### config.mk
export PLATFORM = sky130hd
export DESIGN_NAME = ind_reg_bridge
export DESIGN_NICKNAME = d
export VERILOG_FILES = /design/src/rtl/ibr_pkg.sv /design/src/rtl/ibr_host_decode.sv /design/src/rtl/ibr_txn_seq.sv /design/src/rtl/ibr_target_bank.sv /design/src/rtl/ind_reg_bridge.sv
export SDC_FILE = /design/constraint.sdc
export NUM_CORES = 1
export LEC_CHECK = 0
export BUFFER_PORTS_ARGS = -buffer_cell sky130_fd_sc_hd__buf_4
export CORE_AREA = 2 2 173 175
export CTS_BUF_LIST = sky130_fd_sc_hd__clkbuf_4 sky130_fd_sc_hd__clkbuf_8
export DETAILED_ROUTE_END_ITERATION = 8
export DIE_AREA = 0 0 175 177
export GPL_ROUTABILITY_DRIVEN = 0
export SYNTH_ARGS = -nofsm -noshare
export SYNTH_HDL_FRONTEND = slang
export SYNTH_SLANG_ARGS = --single-unit
### constraint.sdc
create_clock -name clk -period 2.8 [get_ports clk]
set_clock_uncertainty 0.05 [all_clocks]
set_input_delay 0.28 -clock clk [delete_from_list [all_inputs] [get_ports clk]]
set_output_delay 0.28 -clock clk [all_outputs]
set_load 0.02 [all_outputs]
### src/rtl/ibr_pkg.sv
`timescale 1ns/1ps
package ibr_pkg;
    localparam int NUM_IDR = 4;
    localparam int WORD_W  = 16;

    localparam logic [7:0] OFS_STATUS = 8'h10;
    localparam logic [7:0] OFS_REV    = 8'h20;
    localparam logic [7:0] OFS_IAR    = 8'h30;
    localparam logic [7:0] OFS_IDR0   = 8'h40;
    localparam logic [7:0] OFS_STRIDE = 8'h10;

    typedef enum logic [3:0] {
        BLK_DMA    = 4'h1,
        BLK_CLKGEN = 4'h2,
        BLK_TIMER  = 4'h3,
        BLK_GLOBAL = 4'h9
    } blk_e;

    typedef enum logic [2:0] {
        RS_NONE, RS_STATUS, RS_REV, RS_IAR, RS_IDR
    } rsel_e;

    // layout of the indirect address word
    typedef struct packed {
        logic [3:0] blk;
        logic [3:0] inst;
        logic       rd;
        logic [2:0] rsvd;
        logic [1:0] param;
        logic [1:0] idx;
    } iaddr_t;
endpackage

### src/rtl/ibr_host_decode.sv
`timescale 1ns/1ps
module ibr_host_decode
    import ibr_pkg::*;
(
    input  logic [7:0]         hst_addr,
    input  logic               hst_wr,
    output logic               wr_status,
    output logic               wr_iar,
    output logic [NUM_IDR-1:0] wr_idr,
    output rsel_e              rsel,
    output logic [1:0]         idr_idx
);
    logic [NUM_IDR-1:0] hit_idr;

    for (genvar g = 0; g < NUM_IDR; g++) begin : g_idr
        localparam logic [7:0] OFS = OFS_IDR0 + 8'(g) * OFS_STRIDE;
        assign hit_idr[g] = (hst_addr == OFS);
        assign wr_idr[g]  = hst_wr && hit_idr[g];
    end

    assign wr_status = hst_wr && (hst_addr == OFS_STATUS);
    assign wr_iar    = hst_wr && (hst_addr == OFS_IAR);

    always_comb begin
        rsel    = RS_NONE;
        idr_idx = '0;
        if (hst_addr == OFS_STATUS)   rsel = RS_STATUS;
        else if (hst_addr == OFS_REV) rsel = RS_REV;
        else if (hst_addr == OFS_IAR) rsel = RS_IAR;
        for (int i = 0; i < NUM_IDR; i++) begin
            if (hit_idr[i]) begin
                rsel    = RS_IDR;
                idr_idx = 2'(i);
            end
        end
    end
endmodule

### src/rtl/ibr_txn_seq.sv
`timescale 1ns/1ps
module ibr_txn_seq
    import ibr_pkg::*;
#(
    parameter int BUSY_CYCLES = 4
) (
    input  logic   clk,
    input  logic   rst_n,
    input  logic   launch,
    input  iaddr_t addr_in,
    output logic   busy,
    output logic   done,
    output iaddr_t cur_addr
);
    localparam int CW = $clog2(BUSY_CYCLES + 1);

    typedef struct packed {
        logic          busy;
        logic [CW-1:0] cnt;
        iaddr_t        addr;
    } seq_t;

    seq_t q, d;

    always_comb begin
        d    = q;
        done = q.busy && (q.cnt == '0);
        if (done) begin
            d.busy = 1'b0;
        end else if (q.busy) begin
            d.cnt = q.cnt - 1'b1;
        end
        if (launch && !q.busy) begin
            d.busy = 1'b1;
            d.cnt  = CW'(BUSY_CYCLES - 1);
            d.addr = addr_in;
        end
    end

    always_ff @(posedge clk or negedge rst_n) begin
        if (!rst_n) q <= '0;
        else        q <= d;
    end

    assign busy     = q.busy;
    assign cur_addr = q.addr;
endmodule

### src/rtl/ibr_target_bank.sv
`timescale 1ns/1ps
module ibr_target_bank
    import ibr_pkg::*;
#(
    parameter int NUM_CLKGEN = 3
) (
    input  logic                            clk,
    input  logic                            rst_n,
    input  logic                            done,
    input  iaddr_t                          addr,
    input  logic [NUM_IDR-1:0][WORD_W-1:0]  stage,
    output logic [WORD_W-1:0]               rd_word
);
    localparam int STG_W  = NUM_IDR * WORD_W;
    localparam int PE_W   = 5;
    localparam int CSEL_W = 2;

    typedef struct packed {
        logic [15:0]                        dma_c1;
        logic [31:0]                        dma_c2;
        logic [63:0]                        tmr;
        logic [PE_W-1:0]                    port_en;
        logic [NUM_CLKGEN-1:0][CSEL_W-1:0]  csel;
    } bank_t;

    bank_t q, d;

    logic                  hit_c1, hit_c2, hit_tmr, hit_pe;
    logic [NUM_CLKGEN-1:0] hit_cg;
    logic [STG_W-1:0]      view;
    logic [STG_W-1:0]      stg_flat;
    logic                  unused_rsvd;

    assign unused_rsvd = ^addr.rsvd;
    assign stg_flat    = stage;

    assign hit_c1  = (addr.blk == BLK_DMA)    && (addr.inst == 4'd4) && (addr.param == 2'd1);
    assign hit_c2  = (addr.blk == BLK_DMA)    && (addr.inst == 4'd4) && (addr.param == 2'd2);
    assign hit_tmr = (addr.blk == BLK_TIMER)  && (addr.inst == 4'd1) && (addr.param == 2'd1);
    assign hit_pe  = (addr.blk == BLK_GLOBAL) && (addr.inst == 4'd1) && (addr.param == 2'd1);

    for (genvar g = 0; g < NUM_CLKGEN; g++) begin : g_cg
        assign hit_cg[g] = (addr.blk == BLK_CLKGEN) && (addr.inst == 4'(g + 1))
                           && (addr.param == 2'd1);
    end

    // zero-extended view of the addressed target; nothing hit gives zero
    always_comb begin
        view = '0;
        if (hit_c1)  view = STG_W'(q.dma_c1);
        if (hit_c2)  view = STG_W'(q.dma_c2);
        if (hit_tmr) view = STG_W'(q.tmr);
        if (hit_pe)  view = STG_W'(q.port_en);
        for (int i = 0; i < NUM_CLKGEN; i++) begin
            if (hit_cg[i]) view = STG_W'(q.csel[i]);
        end
    end

    assign rd_word = view[addr.idx * WORD_W +: WORD_W];

    always_comb begin
        d = q;
        if (done && !addr.rd) begin
            if (hit_c1)  d.dma_c1  = stg_flat[15:0];
            if (hit_c2)  d.dma_c2  = stg_flat[31:0];
            if (hit_tmr) d.tmr     = stg_flat[63:0];
            if (hit_pe)  d.port_en = stg_flat[PE_W-1:0];
            for (int i = 0; i < NUM_CLKGEN; i++) begin
                if (hit_cg[i]) d.csel[i] = stg_flat[CSEL_W-1:0];
            end
        end
    end

    always_ff @(posedge clk or negedge rst_n) begin
        if (!rst_n) q <= '0;
        else        q <= d;
    end
endmodule

### src/rtl/ind_reg_bridge.sv
`timescale 1ns/1ps
module ind_reg_bridge
    import ibr_pkg::*;
#(
    parameter int         BUSY_CYCLES   = 4,
    parameter int         NUM_CLKGEN    = 3,
    parameter logic       AUDIO_PRESENT = 1'b1,
    parameter logic [2:0] BOARD_REV     = 3'd5,
    parameter logic [3:0] CHIP_MAJOR    = 4'hA,
    parameter logic [3:0] CHIP_MINOR    = 4'h3
) (
    input  logic        clk,
    input  logic        rst_n,
    input  logic [7:0]  hst_addr,
    input  logic        hst_wr,
    input  logic [31:0] hst_wdata,
    output logic [31:0] hst_rdata,
    output logic        glb_rst_n_o,
    output logic        cdc_rst_n_o
);
    localparam logic [31:0] REV_WORD = {16'h0, ~AUDIO_PRESENT, BOARD_REV, 4'h0,
                                        CHIP_MAJOR, CHIP_MINOR};

    typedef struct packed {
        logic                           glb_n;
        logic                           cdc_n;
        logic [WORD_W-1:0]              iar;
        logic [NUM_IDR-1:0][WORD_W-1:0] idr;
    } host_t;

    host_t q, d;

    logic               wr_status, wr_iar, launch;
    logic [NUM_IDR-1:0] wr_idr;
    rsel_e              rsel;
    logic [1:0]         idr_idx;
    logic               busy, txn_done;
    iaddr_t             cur_addr;
    logic [WORD_W-1:0]  rd_word;
    logic [WORD_W-1:0]  iar_val, idr0_val;
    logic               unused_hi;

    assign unused_hi = ^hst_wdata[31:16];

    ibr_host_decode u_dec (
        .hst_addr (hst_addr),
        .hst_wr   (hst_wr),
        .wr_status(wr_status),
        .wr_iar   (wr_iar),
        .wr_idr   (wr_idr),
        .rsel     (rsel),
        .idr_idx  (idr_idx)
    );

    assign launch = wr_iar && !busy;

    ibr_txn_seq #(.BUSY_CYCLES(BUSY_CYCLES)) u_seq (
        .clk     (clk),
        .rst_n   (rst_n),
        .launch  (launch),
        .addr_in (iaddr_t'(hst_wdata[15:0])),
        .busy    (busy),
        .done    (txn_done),
        .cur_addr(cur_addr)
    );

    ibr_target_bank #(.NUM_CLKGEN(NUM_CLKGEN)) u_bank (
        .clk    (clk),
        .rst_n  (rst_n),
        .done   (txn_done),
        .addr   (cur_addr),
        .stage  (q.idr),
        .rd_word(rd_word)
    );

    always_comb begin
        d = q;
        if (wr_status) begin
            d.glb_n = hst_wdata[3];
            d.cdc_n = hst_wdata[4];
        end
        if (launch) d.iar = hst_wdata[15:0];
        for (int i = 0; i < NUM_IDR; i++) begin
            if (wr_idr[i]) d.idr[i] = hst_wdata[15:0];
        end
        // a completing read wins over a host write to word 0 in the same cycle
        if (txn_done && cur_addr.rd) d.idr[0] = rd_word;
    end

    always_ff @(posedge clk or negedge rst_n) begin
        if (!rst_n) q <= '0;
        else        q <= d;
    end

    always_comb begin
        case (rsel)
            RS_STATUS: hst_rdata = {27'h0, q.cdc_n, q.glb_n, 2'b00, busy};
            RS_REV:    hst_rdata = REV_WORD;
            RS_IAR:    hst_rdata = {16'h0, q.iar};
            RS_IDR:    hst_rdata = {16'h0, q.idr[idr_idx]};
            default:   hst_rdata = '0;
        endcase
    end

    assign iar_val     = q.iar;
    assign idr0_val    = q.idr[0];
    assign glb_rst_n_o = q.glb_n;
    assign cdc_rst_n_o = q.cdc_n;
endmodule

After elaboration in Yosys (flattened, before gate mapping). Index checks and enable logic that the tools add are counted. Widths: inputs -> output; s select.

Register bits after elaboration: 225. Bits of input ports: 43.

Order comparisons: 1. Add/sub/neg operators: 1. Mux-type cells: 26. Eq/ne operators: 22. Shift operators: 1. Reduce and logical (&&, ||, !) cells: 38.

Operator list (number): $mux 64 (6); $mux 16 (4); $pmux 16 s4 (1); $shiftx 64x7->16 (1); $bmux 16 s2 (1); $eq 8x7->1 const B (4); $logic_and 1x1->1 (24); $mux 3 (8); $mux 20 (1); $eq 4x2->1 const B (4); $eq 8x6->1 const B (2); $reduce_and 2->1 (8); $eq 4x1->1 const B (2); $eq 8x5->1 const B (1); $eq 3x2->1 const B (2); $mux 2 (3); $reduce_bool 2->1 (3); $eq 4x3->1 const B (1); $eq 4x4->1 const B (1); $eq 3x1->1 const B (1); $eq 3x3->1 const B (1); $logic_not 3->1 (1); $lt 2x3->1 const B (1); $sub 3x1->3 const B (1); other kinds (5) (7).

Longest topological paths before layout.
Word-level depth: 12. Gate-level depth with buffers: 9.

Cells and area by module. From an unflattened synthesis, not the netlist that was laid out.

Cell total of the unflattened synthesis: 849. Area total of the unflattened synthesis: 11131.9 um^2.

By module, submodules not included: ibr_target_bank (times used 1, sequential area each 3078.0 um^2, cells each 475, area each 6049.6 um^2); ind_reg_bridge (times used 1, sequential area each 2052.0 um^2, cells each 280, area each 3938.8 um^2); ibr_txn_seq (times used 1, sequential area each 500.5 um^2, cells each 72, area each 983.4 um^2); ibr_host_decode (times used 1, sequential area each 0.0 um^2, cells each 22, area each 160.2 um^2).

Worst setup path before layout. OpenSTA, ideal clock, no wires.

Path type: reg-to-reg. Start point: reg u_seq.q, in the netlist u_seq.cur_addr[11]. End point: reg u_bank.q[10] in the netlist's numbering. Library setup time: 0.125 ns. Data required time: 2.625 ns. Path buffers: 3. Stages on the path, launching flop included: 8. Arrival: 2.311 ns. Setup slack: 0.314 ns. Path through: dfrtp_1 or4b_1 buf_2 or4_1 buf_2 or3_1 buf_6 mux2_4.

Word-level cells in the longest chain between the ends: 4.

Ends and longest elaborated chain: from (decl) (line ibr_txn_seq.sv:23) `seq_t q, d;`; from (signal assigned) (line ibr_txn_seq.sv:41) `if (!rst_n) q <= '0;`; from (signal assigned) (line ibr_txn_seq.sv:42) `else q <= d;`; $eq 4x1->1 (line ibr_target_bank.sv:40) `assign hit_pe = (addr.blk == BLK_GLOBAL) && (addr.inst == 4'd1) && (addr.param == 2'd1);`; $logic_and 1x1->1 (2 in a row) (line ibr_target_bank.sv:40); $reduce_and 2->1 (no line); to (signal assigned) (line ibr_target_bank.sv:75) `if (!rst_n) q <= '0;`; to (signal assigned) (line ibr_target_bank.sv:76) `else q <= d;`; to (decl) (line ibr_target_bank.sv:26) `bank_t q, d;`.

No other way between the ends. A chain may end at the register's enable or synchronous reset.

Worst setup path in the final report.
Start point: reg q, in the netlist iar_val[0]. End point: out hst_rdata[0].

Word-level cells in the longest chain between the ends: 1.

Ends and longest elaborated chain: from (decl) (line ind_reg_bridge.sv:31) `host_t q, d;`; from (signal assigned) (line ind_reg_bridge.sv:91) `if (!rst_n) q <= '0;`; from (signal assigned) (line ind_reg_bridge.sv:92) `else q <= d;`; $pmux 16 s4 (line ind_reg_bridge.sv:96) `case (rsel)`; to (decl) (line ind_reg_bridge.sv:17) `output logic [31:0] hst_rdata,`.

No other way between the ends.

==> impl_summary.txt <==
----------------------------------------------------
[Yosys]
  Gate count of the mapped netlist ... 782
  Mapped Avg Cell Area ... 12.91 sq um
  Post-synthesis instance area ... 10100 sq um
  Number of register bits inferred by synthesis ... 209
  Number of synthesis warnings ... 0
  Most instantiated cells after synthesis ... 209 x sky130_fd_sc_hd__dfrtp_1, 194 x sky130_fd_sc_hd__mux2_2, 44 x sky130_fd_sc_hd__clkbuf_1, 27 x sky130_fd_sc_hd__o21ai_0, 25 x sky130_fd_sc_hd__nand2_1
  Predominant post-synthesis flop cell ... sky130_fd_sc_hd__dfrtp_1
  Share of async-settable or async-resettable flops after synthesis ... 100.0%
  Most common cell in the netlist ... sky130_fd_sc_hd__dfrtp_1
  Area fraction of the dominant cell type after synthesis ... 51.79%
  Distinct cell type count after synthesis ... 58
  Sequential fraction of the synthesis area ... 51.79%
  Area leader, netlist ... sky130_fd_sc_hd__dfrtp_1
  Leading cell types by total area after synthesis ... sky130_fd_sc_hd__dfrtp_1 52%, sky130_fd_sc_hd__mux2_2 22%, sky130_fd_sc_hd__mux4_2 2.5%
  Count of flip-flops with a built-in enable after synthesis ... 0

[STA]
  Sum of negative setup slack ... 0 ps
  Final setup fails ... 0
  Final Critical Period ... 2583 ps
  Worst hold slack after final layout ... 123.2 ps
  Number of max-slew violations in the final report ... 0
  Final Hold Vio Count ... 0
  Max-Slew Margin vs Limit ... 51.03%
  Unrepaired setup endpoints after global routing ... false
  Slew at the pin closest to its max-slew limit ... 734.6 ps
  Fraction of the cycle the final worst path needs ... 92.26%
  Maximum operating frequency ... 387.1 MHz

[Detailed routing]
  Number of DRC violations after detailed-routing iteration 0 ... 487
  Average vias per placed instance ... 5.358
  Detail Route Antenna Nets ... 0
  Vias ... 6885
  Total wirelength of the detailed-routed design ... 25920 um
  Count of unresolved DRC violations after routing ... 0
  Wire length per cell ... 20.17 um
  Drt first pass iters ... 5

[Die]
  Starting Density ... 34.53%
  Floorplan core area ... 29240 sq um
  Die W ... 175 um
  Top Ports ... 77
  Cell row count ... 63
  Die area ... 30980 sq um
  Floorplan die height ... 177 um

[Worst setup path]
  Kind of launch point of the worst setup path ... flip-flop
  Maximum fanout along the worst path ... 23
  Path type of the worst setup path ... flip-flop to primary output
  Worst EP arrival ... 2250 ps
  Worst EP required ... 2470 ps
  Crit end category ... primary output

[Clock tree]
  CTS HTree Levels ... 2
  Total number of clock tree sinks ... 209
  CTS tree ... yes
  Clock transition at the registers of the reported paths ... 60 ps
  Clock buffer count from CTS ... 36
  Cell at the root of the clock tree ... sky130_fd_sc_hd__clkbuf_8
  Maximum root-to-sink buffer count ... 3
  Post-CTS setup-driven buffer insertion count ... 0
  Clock latency of the later-clocked register in the worst-skew pair ... 520 ps

[Global routing]
  Global-route wire length before repair ... 41440 um
  Via count of the first global-routing pass ... 7198
  Gr usage total ... 17.20%
  Pin count of the biggest net entering global routing ... 70
  Initial antenna violation count ... 0
  Sum of overflow across all layers after global routing ... 0

[Job]
  MaxCap Viol Count ... 0

[Layout]
  Antenna diode count ... 0
  Area growth, synth to finish ... 18.66%
  FILL cells ... 2772
  Final nets ... 918
  Post-layout instance count excluding filler cells ... 1285
  Post-Route Utilization ... 40.97%
  Final Cell Area ... 11980 sq um
  Fraction of final layout cells sized beyond drive strength 1 ... 42.01%

[Power and ir drop]
  Pleak ... 5.623 nW
  Worst vdd ir ... 0.0003223 V
  Total power divided by cell area ... 526.0 nW/um^2

[Hold path]
  Min-delay worst type ... primary input to flip-flop

[Place]
  Number of buffers added on ports ... 44
  Post-detail-place hpwl ... 17020 um
  Total placed cells including tap cells ... 1208
  Placement-stage cell area ... 11100 sq um

[Status]
  Run status ... complete, no violations

----------------------------------------------------
## final cells by class
cell class / count / area [sq um] / area share, %
Sequential cell: 209 / 5231 / 43.66
Multi-Input combinational cell: 508 / 4576 / 38.19
Timing Repair Buffer: 110 / 949.7 / 7.925
Clock buffer: 58 / 691.9 / 5.774
Tap cell: 390 / 488.0 / 4.072
Inverter: 8 / 30.03 / 0.2506
Clock inverter: 2 / 16.27 / 0.1357
## state kept, by name, indices dropped and copies added (netlist names)
signal / count
u_seq.q: 3
u_seq.cur_addr: 4
cdc_rst_n_o: 1
iar_val: 12
q: 48
u_bank.q: 123
u_seq.busy: 1
idr0_val: 16
glb_rst_n_o: 1
## critical path, cell delays in order (launching register included)
cell                      delay [ps]
sky130_fd_sc_hd__dfrtp_2         830
sky130_fd_sc_hd__nor2_1           90
sky130_fd_sc_hd__mux4_2          470
sky130_fd_sc_hd__nor3_1          160
sky130_fd_sc_hd__buf_4           170
## power by group
| group | switching, mW | total [mW] | internal [mW] |
|---|---|---|---|
| clock network | 1.20 | 2.75 | 1.55 |
| logic | 0.233 | 0.396 | 0.164 |
| registers | 0.0741 | 3.16 | 3.08 |
| total | 1.50 | 6.30 | 4.80 |
## metrics by stage
stage | setup WS, ps | total power [mW]
floorplan | 313.5 | 3.395
global placement | 282.4 | 3.585
detailed placement | 263.1 | 3.589
CTS | 156.0 | 6.379
global route | 30.42 | 6.589
finish | 216.6 | 6.303
## layer usage
metal  wire length [um]  global-route usage [%]
met1              12470                   23.93
met2              12010                   27.98
met3               1009                   2.663
met4                425                   4.722
met5                  0                       0
## logic make-up after synthesis
kind of cell,after synthesis,synth area share (%)
xor gates and xnor gates,2,0.1735
muxes,235,27.32
adders and majority gates,2,0.2478
AOI/OAI and AO/OA,142,10.36
DFF,209,51.79
buffers and inverters,80,3.705
and+or+nand+nor,111,6.369
other,1,0.03713
## final timing paths
| path | endpoint | cells past startpoint | startpoint | slack (ps) |
|---|---|---|---|---|
| worst max-delay path | hst_rdata[0] | 4 | iar_val[0] | 220 |
| worst min-delay path | glb_rst_n_o | 3 | hst_wr | 120 |
| worst max register to register | idr0_val[2] | 5 | iar_val[14] | 270 |
| worst min register to register | u_bank.q[95] | 1 | u_bank.q[95] | 440 |
| max in group asynchronous | u_bank.q[117] | 3 | rst_n | 1650 |
| min in group asynchronous | q[49] | 2 | rst_n | 260 |
## placed cells by master, fill, tap and decap left out, types with 6 or more instances in the layout
cell type                         n
sky130_fd_sc_hd__a211oi_1        10
sky130_fd_sc_hd__a21oi_1         13
sky130_fd_sc_hd__a221o_1          7
sky130_fd_sc_hd__a22o_1          14
sky130_fd_sc_hd__a22oi_1         13
sky130_fd_sc_hd__buf_12           6
sky130_fd_sc_hd__buf_4           86
sky130_fd_sc_hd__clkbuf_4        17
sky130_fd_sc_hd__clkbuf_8        42
sky130_fd_sc_hd__conb_1          16
sky130_fd_sc_hd__dfrtp_1        208
sky130_fd_sc_hd__dlygate4sd3_1   17
sky130_fd_sc_hd__inv_1            8
sky130_fd_sc_hd__mux2_2         194
sky130_fd_sc_hd__mux2i_1         24
sky130_fd_sc_hd__mux4_2          11
sky130_fd_sc_hd__nand2_1         24
sky130_fd_sc_hd__nand3b_1        15
sky130_fd_sc_hd__nor2_1          24
sky130_fd_sc_hd__o21ai_0         27
sky130_fd_sc_hd__o221ai_1        13
sky130_fd_sc_hd__o22ai_1         10
sky130_fd_sc_hd__o2bb2ai_1       10
## what timing repair did
item | 4_1_cts | 5_1_grt
endpoints found under the hold margin | 128 | 0
hold buffers | 17 | 0
gates resized for setup | 0 | 1
setup endpoints to repair | 0 | 1
Note: power is estimated with default switching activity, not from simulation.
